## src/rtl/ppi_pkg.sv

```systemverilog
package ppi_pkg;
   localparam int CTL_W      = 8;
   localparam int RATE_LSB   = 0;
   localparam int TBASE_LSB  = 4;

   // shift count of the divide-by-2^k for a rate code (aliases for 1 and 2)
   function automatic int unsigned rate_shift(input int unsigned code);
      if (code == 1)      return 7;
      else if (code == 2) return 8;
      else if (code == 0) return 0;
      else                return code - 1;
   endfunction
endpackage

```

## src/rtl/ppi_rate_decode.sv

```systemverilog
module ppi_rate_decode #(
   parameter int RATE_W = 4,
   parameter int CNT_W  = 14,
   localparam int SH_W  = $clog2(CNT_W + 1)
) (
   input  logic [RATE_W-1:0] rate,
   output logic              rate_on,
   output logic [CNT_W-1:0]  term_cnt
);
   logic [SH_W-1:0] shift;

   always_comb begin
      shift    = SH_W'(ppi_pkg::rate_shift(int'(rate)));
      rate_on  = (rate != '0);
      term_cnt = ~({CNT_W{1'b1}} << shift);
   end
endmodule

```

## src/rtl/ppi_prescaler.sv

```systemverilog
module ppi_prescaler #(
   parameter int CNT_W = 14
) (
   input  logic             clk,
   input  logic             rst_n,
   input  logic             restart,
   input  logic             run,
   input  logic             step,
   input  logic [CNT_W-1:0] term_cnt,
   output logic             fire,
   output logic             tick
);
   logic [CNT_W-1:0] cnt_q;

   assign fire = !restart && run && step && (cnt_q == term_cnt);

   always_ff @(posedge clk) begin
      if (!rst_n) begin
         cnt_q <= '0;
         tick  <= 1'b0;
      end else begin
         tick <= fire;
         if (restart || fire)
            cnt_q <= '0;
         else if (run && step)
            cnt_q <= cnt_q + 1'b1;
      end
   end

   a_r6_restart_clears: assert property (@(posedge clk) disable iff (!rst_n)
      restart |=> (cnt_q == '0 && !tick));
   a_r5_single_cycle: assert property (@(posedge clk) disable iff (!rst_n)
      tick |=> !tick);
   a_r3_count_bound: assert property (@(posedge clk) disable iff (!rst_n)
      cnt_q <= term_cnt);
endmodule

```

## src/rtl/ppi_square.sv

```systemverilog
module ppi_square #(
   parameter bit OUT_REG = 1'b0
) (
   input  logic clk,
   input  logic rst_n,
   input  logic clear,
   input  logic toggle,
   input  logic gate,
   output logic state,
   output logic out
);
   always_ff @(posedge clk) begin
      if (!rst_n)      state <= 1'b0;
      else if (clear)  state <= 1'b0;
      else if (toggle) state <= ~state;
   end

   generate
      if (OUT_REG) begin : g_reg_out
         logic out_q;
         always_ff @(posedge clk) begin
            if (!rst_n) out_q <= 1'b0;
            else        out_q <= state & gate;
         end
         assign out = out_q;
      end else begin : g_comb_out
         assign out = state & gate;
      end
   endgenerate
endmodule

```

## src/rtl/ppi_divider.sv

```systemverilog
module ppi_divider #(
   parameter int RATE_W     = 4,
   parameter int TBASE_W    = 3,
   parameter int TBASE_CODE = 2,
   parameter bit SQ_OUT_REG = 1'b0,
   localparam int CNT_W     = (1 << RATE_W) - 2
) (
   input  logic       clk,
   input  logic       rst_n,
   input  logic       tb_en,
   input  logic       cfg_wr,
   input  logic [7:0] cfg_wdata,
   input  logic       sq_en,
   output logic       per_tick,
   output logic       sq_out
);
   import ppi_pkg::*;

   generate
      if (RATE_W < 2 || RATE_W > 5) begin : g_bad_rate
         $error("ppi_divider: RATE_W out of range");
      end
      if (TBASE_LSB + TBASE_W > CTL_W || RATE_LSB + RATE_W > TBASE_LSB) begin : g_bad_field
         $error("ppi_divider: control fields overlap or overflow");
      end
      if (TBASE_CODE >= (1 << TBASE_W)) begin : g_bad_code
         $error("ppi_divider: TBASE_CODE does not fit");
      end
   endgenerate

   logic [RATE_W-1:0]  rate_q;
   logic [TBASE_W-1:0] tbase_q;
   logic               rate_on;
   logic [CNT_W-1:0]   term_cnt;
   logic               active;
   logic               fire;
   logic               sq_state;

   always_ff @(posedge clk) begin
      if (!rst_n) begin
         rate_q  <= '0;
         tbase_q <= '0;
      end else if (cfg_wr) begin
         rate_q  <= cfg_wdata[RATE_LSB +: RATE_W];
         tbase_q <= cfg_wdata[TBASE_LSB +: TBASE_W];
      end
   end

   ppi_rate_decode #(.RATE_W(RATE_W), .CNT_W(CNT_W)) u_decode (
      .rate     (rate_q),
      .rate_on  (rate_on),
      .term_cnt (term_cnt)
   );

   assign active = rate_on && (tbase_q == TBASE_W'(TBASE_CODE));

   ppi_prescaler #(.CNT_W(CNT_W)) u_prescale (
      .clk      (clk),
      .rst_n    (rst_n),
      .restart  (cfg_wr),
      .run      (active),
      .step     (tb_en),
      .term_cnt (term_cnt),
      .fire     (fire),
      .tick     (per_tick)
   );

   ppi_square #(.OUT_REG(SQ_OUT_REG)) u_square (
      .clk    (clk),
      .rst_n  (rst_n),
      .clear  (cfg_wr),
      .toggle (fire),
      .gate   (sq_en),
      .state  (sq_state),
      .out    (sq_out)
   );

   a_r1_rate_zero_idle: assert property (@(posedge clk) disable iff (!rst_n)
      (rate_q == '0) |=> !per_tick);
   a_r2_tbase_gate: assert property (@(posedge clk) disable iff (!rst_n)
      (tbase_q != TBASE_W'(TBASE_CODE)) |=> !per_tick);
   a_r7_square_on_tick: assert property (@(posedge clk) disable iff (!rst_n)
      ($past(rst_n) && !$past(cfg_wr) && (sq_state != $past(sq_state))) |-> per_tick);
endmodule

```

## config.mk

```make
export PLATFORM = sky130hd
export DESIGN_NAME = ppi_divider
export DESIGN_NICKNAME = d
export VERILOG_FILES = /design/src/rtl/ppi_pkg.sv /design/src/rtl/ppi_rate_decode.sv /design/src/rtl/ppi_prescaler.sv /design/src/rtl/ppi_square.sv /design/src/rtl/ppi_divider.sv
export SDC_FILE = /design/constraint.sdc
export NUM_CORES = 1
export LEC_CHECK = 0
export CORE_MARGIN = 2
export CORE_UTILIZATION = 35
export DETAILED_ROUTE_END_ITERATION = 12
export PLACE_DENSITY_LB_ADDON = 0.12
export SLEW_MARGIN = 20
export SYNTH_ARGS = -nofsm -noshare
export SYNTH_HDL_FRONTEND = slang
export SYNTH_HIERARCHICAL = 1
export SYNTH_SLANG_ARGS = --single-unit
```

## constraint.sdc

```tcl
create_clock -name clk -period 2.3 [get_ports clk]
set_input_delay 0.345 -clock clk [delete_from_list [all_inputs] [get_ports clk]]
set_output_delay 0.345 -clock clk [all_outputs]
set_load 0.05 [all_outputs]
```

==> results.cfg, run 1 <==
[status]
status = complete, no violations

[routing]
wire_per_inst_um = 12.8
first_pass_iters = 4
vias = 1104
ant_nets = 0
drtIter0Drc = 64
vias_per_cell = 4.93
drc_errors = 0
routed_wl_mm = 2.86

[hold_path]
hold_path.class = flip-flop to flip-flop

[power_and_ir_drop]
p_clk_share_pct = 31.7
power.leakage_nw = 0.577
powerDensity_nw_per_um2 = 468
p_int_uw = 593
power_frac_comb_pct = 15.2
power.switching_uw = 188
pwr-share-seq_pct = 53.0
ir_worst_vdd_mv = 0.228
p_sw_share_pct = 24.1

[synthesis]
syn_inst = 154
synth.most_common_cell = xnor2_1
yosys-top-cells-area = dfxtp_1 (33%), xnor2_1 (16%), nor3_1 (6.8%)
ys_ff_latch = 23
ys_warn_count = 6
ys_types = 37
async_flop_share_pct = 0
netlist_top_cells_count = xnor2_1 (26), dfxtp_1 (23), nor3_1 (19), nand2_1 (10), nor2b_1 (9)
ys_seq_area_share_pct = 32.9
synth_fp_nets = 168
ys.flop_type = dfxtp_1
synth_edf_count = 0
syn_area_per_cell_um2 = 9.08
synth_area_um2 = 1400
netlist.area_leader.share_pct = 32.9
synth_top_area_cell = dfxtp_1

[cts]
clockRootBuffer = clkbuf_8
clk_path_buf_depth = 2
clock_latency_ns = 0.26
cts_resized = 0
cts_buffers = 3
clock_sinks = 23
clkTransAtPathRegs_ns = 0.08
cts_tree = done
cts.htree.levels = 1

[place]
routabilityCongestion = 0.809
dp_slack_ns = 0.0992
dp.cells = 218
dp_hpwl_mm = 2.12
portBuffers = 13

[sta]
fin_worst_hold_slack_ns = 0.528
setup_violations = 0
tightestPinTransition_ns = 0.595
rsz0062_at_grt = no
fin_skew_ns = 0.00135
fin_crit_ns = 2.13
max-slew-margin-rel_pct = 60.3
drv_slew = 0
final_hold_viol_count = 0
fin_ws_ns = 0.169
tns_ns = 0
fin_crit_sh_pct = 92.7
maxClockFrequency_ghz = 0.469

[layout]
layout.area.seq_um2 = 460
layout.nets = 191
drive_gt1_share_pct = 16.5
multiInputGateArea_um2 = 863
stdcell_count = 224
fill_cells = 390
n_antenna_cell = 0
area_delta_synth_final_pct = 19.4

[worst_setup_path]
cp_max_fo = 7
path_cells = nor2_1 -> nand2_1 -> nand2_1 -> nor3_2 -> buf_4 -> nand4_2 -> or4_1 -> a211oi_2
cp-end-kind = flip-flop
slowest_delay_ns = 0.56
cp-start-kind = flip-flop
crit_path_frequent_cell = nand2_1
arrival_ns = 2.31
crit_slowest_cell = or4_1
crit_type = flip-flop to flip-flop
cp.required_ns = 2.48

[grt]
antenna_found_initial = 0
overflow = 0
first_global_vias = 1144
grt.total_usage_pct = 14.9
grt_first_pass_wirelength_mm = 5.09
grt_max_degree = 15

[flow_run]
cap_violations = 0

[floorplanning]
die_x_um = 67.2
die_h_um = 67.2
ios = 15
design.core.area_um2 = 3740
dieArea_um2 = 4510
core.rowCount = 22
initial_core_util_pct = 37.3
state kept, by name, indices dropped and copies added, names as in the netlist:
name              flops
u_prescale/tick       1
rate_q                4
tbase_q               3
u_prescale/cnt_q     14
u_square/state        1
final timing paths:
check,startpoint,end,slack [ns],cells past startpoint
worst max-delay path,rate_q[2]$_SDFFE_PN0P_,u_prescale/cnt_q[13]$_SDFFE_PP0P_,0.17,8
worst min-delay path,u_prescale/cnt_q[13]$_SDFFE_PP0P_,u_prescale/cnt_q[13]$_SDFFE_PP0P_,0.53,2
worst max register to register,rate_q[2]$_SDFFE_PN0P_,u_prescale/cnt_q[13]$_SDFFE_PP0P_,0.17,8
worst min register to register,u_prescale/cnt_q[13]$_SDFFE_PP0P_,u_prescale/cnt_q[13]$_SDFFE_PP0P_,0.53,2
layer usage:
layer	wire (um)	up-vias	GRT usage [%]	part of all wire, %
met5	0	-	0	0
met4	22	0	6.89	0.77
met3	68	2	2.00	2.4
met2	1320	14	23.8	46
met1	1460	513	19.8	51
li1	-	575	-	-
cell type report:
type / count / area share [%]
Tap cell: 48 / 3.60
Clock buffer: 4 / 2.70
Multi-Input combinational cell: 119 / 51.7
Sequential cell: 23 / 27.6
Inverter: 4 / 0.900
Timing Repair Buffer: 26 / 13.5
cells in the final DEF, fill, tap and decap left out, types with 2 or more instances in the layout:
cell	n
and3_2	2
buf_4	14
nor2_1	6
nor3_1	18
nand4_2	2
nor4_1	2
clkdlybuf4s50_1	12
nand3_1	5
dfxtp_1	23
nand4_1	4
inv_1	3
o21bai_1	3
a21oi_1	2
nor2b_1	9
xor2_1	3
mux2i_1	8
clkbuf_8	3
and2_1	3
nand2_1	10
xnor2_1	26
critical path: cells and delay by family, from the launching register on:
family                 cells  cell delay [ns]
AOI/OAI and AO/OA          1             0.22
buffers and inverters      1             0.16
and+or+nand+nor            6             1.19
DFF                        1             0.48
power by group through the flow:
stage	registers (mW)	logic [mW]	clock network (mW)
floorplan	0.418	0.0874	0
global placement	0.424	0.117	0
detailed placement	0.424	0.119	0
CTS	0.415	0.120	0.262
global route	0.416	0.132	0.284
finish	0.414	0.119	0.248
stage by stage:
stage | util [%] | power, mW | area [um2]
2_1_floorplan | - | 0.506 | 1400
3_3_place_gp | 43.0 | 0.541 | 1610
5_1_grt | 44.6 | 0.832 | 1670
6_report | 44.6 | 0.781 | 1670
4_1_cts | 44.2 | 0.797 | 1650
3_5_place_dp | 43.0 | 0.543 | 1610
logic make-up after synthesis:
| logic type | synth area share (%) |
|---|---|
| AOI/OAI and AO/OA | 5.10 |
| xor gates and xnor gates | 18.2 |
| adders and majority gates | 0.895 |
| buffers and inverters | 5.64 |
| DFF | 32.9 |
| muxes | 6.54 |
| and+or+nand+nor | 30.7 |
what timing repair did:
action,4_1_cts,5_1_grt
setup buffers,0,2
hold buffers,0,0
setup endpoints to repair,0,14
No activity file was read; power rests on OpenSTA's default activity.
==> inputs of run 2 (changes only) <==
--- a/config.mk
+++ b/config.mk
@@ -7,2 +7,3 @@
 export LEC_CHECK = 0
+export CAP_MARGIN = 20
 export CORE_MARGIN = 2
--- a/constraint.sdc
+++ b/constraint.sdc
@@ -3,2 +3,2 @@
 set_output_delay 0.345 -clock clk [all_outputs]
-set_load 0.05 [all_outputs]
+set_load 0.01 [all_outputs]
==> run 2 against run 1 <==
- design area is 0.22% higher
- critical path depth is 1 higher
- critical endpoint is now u_square/state$_SDFFE_PP0P_
- cell count unchanged
- sequential cell count is the same
- global-route usage is essentially flat
- sequential share of layout area barely moved
- non-clock buffer count did not move
- largest power group unchanged
==> results.cfg, run 2 (synthesized netlist as in run 1, its figures left out) <==
[floorplanning]
initial_core_util_pct = 37.3
die_x_um = 67.2
core.rowCount = 22
ios = 15
dieArea_um2 = 4510
design.core.area_um2 = 3740
die_h_um = 67.2

[place]
dp.cells = 218
dp_hpwl_mm = 2.14
routabilityCongestion = 0.810
portBuffers = 13
dp_slack_ns = 0.0441

[sta]
tns_ns = 0
maxClockFrequency_ghz = 0.469
drv_slew = 0
tightestPinTransition_ns = 0.598
fin_skew_ns = 0.00399
max-slew-margin-rel_pct = 60.1
final_hold_viol_count = 0
rsz0062_at_grt = no
fin_worst_hold_slack_ns = 0.526
setup_violations = 0
fin_crit_sh_pct = 92.8
fin_ws_ns = 0.166
fin_crit_ns = 2.13

[cts]
cts.htree.levels = 1
clk_path_buf_depth = 2
clkTransAtPathRegs_ns = 0.08
clock_latency_ns = 0.26
cts_tree = done
cts_hold_buf = 0
cts_buffers = 3
clockRootBuffer = clkbuf_8
clock_sinks = 23

[worst_setup_path]
arrival_ns = 2.29
crit-reg2reg-launch = rate_q[0]$_SDFFE_PN0P_
crit_type = flip-flop to flip-flop
crit_slowest_cell = dfxtp_1
cp-end-kind = flip-flop
cp-start-kind = flip-flop
slowest_delay_ns = 0.51
worstSetupStartpoint = rate_q[0]$_SDFFE_PN0P_
cp.buffers_inverters = 2
cp.required_ns = 2.46
cp_max_fo = 9
path_cells = nor2_1 -> buf_4 -> o21bai_1 -> xnor2_1 -> nand4_1 -> nor4_4 -> buf_4 -> xnor2_1 -> nor3b_2
cp_top_family = simple AND/OR/NAND/NOR gates

[routing]
vias_per_cell = 4.93
ant_nets = 0
drc_errors = 0
first_pass_iters = 4
wire_per_inst_um = 12.8
drtIter0Drc = 56
routed_wl_mm = 2.86
vias = 1105

[layout]
regMostFlops = u_prescale/cnt_q
layout_common_cells = xnor2_1 (26), dfxtp_1 (22), nor3_1 (18)
stdcell_count = 224
final_common_cell = xnor2_1
largest_register_ffs = 14
layout.nets = 191
multiInputGateArea_um2 = 863
reg_top3 = u_prescale/cnt_q x14, rate_q x4, tbase_q x3
drive_gt1_share_pct = 16.5
layout.area.seq_um2 = 462
n_antenna_cell = 0
area_delta_synth_final_pct = 19.7
fill_cells = 388

[grt]
antenna_found_initial = 0
overflow = 0
grt_first_pass_wirelength_mm = 5.12
first_global_vias = 1123
grt.total_usage_pct = 14.9
grt_max_degree = 15

[status]
status = complete, no violations

[hold_path]
hold_path.class = flip-flop to flip-flop
holdCritStartpoint = u_prescale/cnt_q[13]$_SDFFE_PP0P_

[power_and_ir_drop]
power.leakage_nw = 0.575
powerDensity_nw_per_um2 = 471
ir_worst_vdd_mv = 0.188

[flow_run]
cap_violations = 0
-- run 2: cell count changes in the layout (fill, tap and decap cells not counted) --
cell	change
buf_4	-1
clkdlybuf4s50_1	+1
dfxtp_1	-1
dfxtp_2	+1
-- run 2: report_power, final --
group | total (mW) | leakage [nW] | switching [mW] | internal, mW
clock network | 0.253 | 0.0228 | 0.130 | 0.124
registers | 0.415 | 0.187 | 0.00903 | 0.406
logic | 0.119 | 0.366 | 0.0546 | 0.0647
-- run 2: layout make-up --
type,count,share of cell area (%)
Tap cell,48,3.59
Sequential cell,23,27.6
Timing Repair Buffer,26,13.6
Inverter,4,0.898
Multi-Input combinational cell,119,51.6
Clock buffer,4,2.69
-- run 2: timing repair --
action | CTS | global route
endpoints found under the setup margin | 0 | 15
resized for setup | 0 | 1
setup buffers | 0 | 2
endpoints found under the hold margin | 0 | 0
-- run 2: through the flow --
step / util [%] / area [um2] / total power, mW
after floorplan: - / 1400 / 0.506
after global placement: 43.0 / 1610 / 0.541
after detailed placement: 43.0 / 1610 / 0.543
after CTS: 44.3 / 1660 / 0.796
after global routing: 44.7 / 1670 / 0.835
final: 44.7 / 1670 / 0.787
-- run 2: worst min-delay path: cells and delay by family, from the launching register on --
kind,cells,cell delay (ns)
flops,1,0.34
compound gates,2,0.14
-- run 2: path summary, 6_finish.rpt --
path                            slack (ns)                                 to  cells after the start
worst min-delay path                  0.53  u_prescale/cnt_q[13]$_SDFFE_PP0P_                      2
worst max-delay path                  0.17        u_square/state$_SDFFE_PP0P_                      9
worst max register to register        0.17        u_square/state$_SDFFE_PP0P_                      9
worst min register to register        0.53  u_prescale/cnt_q[13]$_SDFFE_PP0P_                      2
-- run 2: metal layers --
layer	vias to the layer above	share of wire, %	track usage [%]
li1	571	-	-
met1	526	54	21.3
met2	6	44	22.6
met3	2	1.5	1.50
met4	0	0.81	6.12
met5	-	0	0
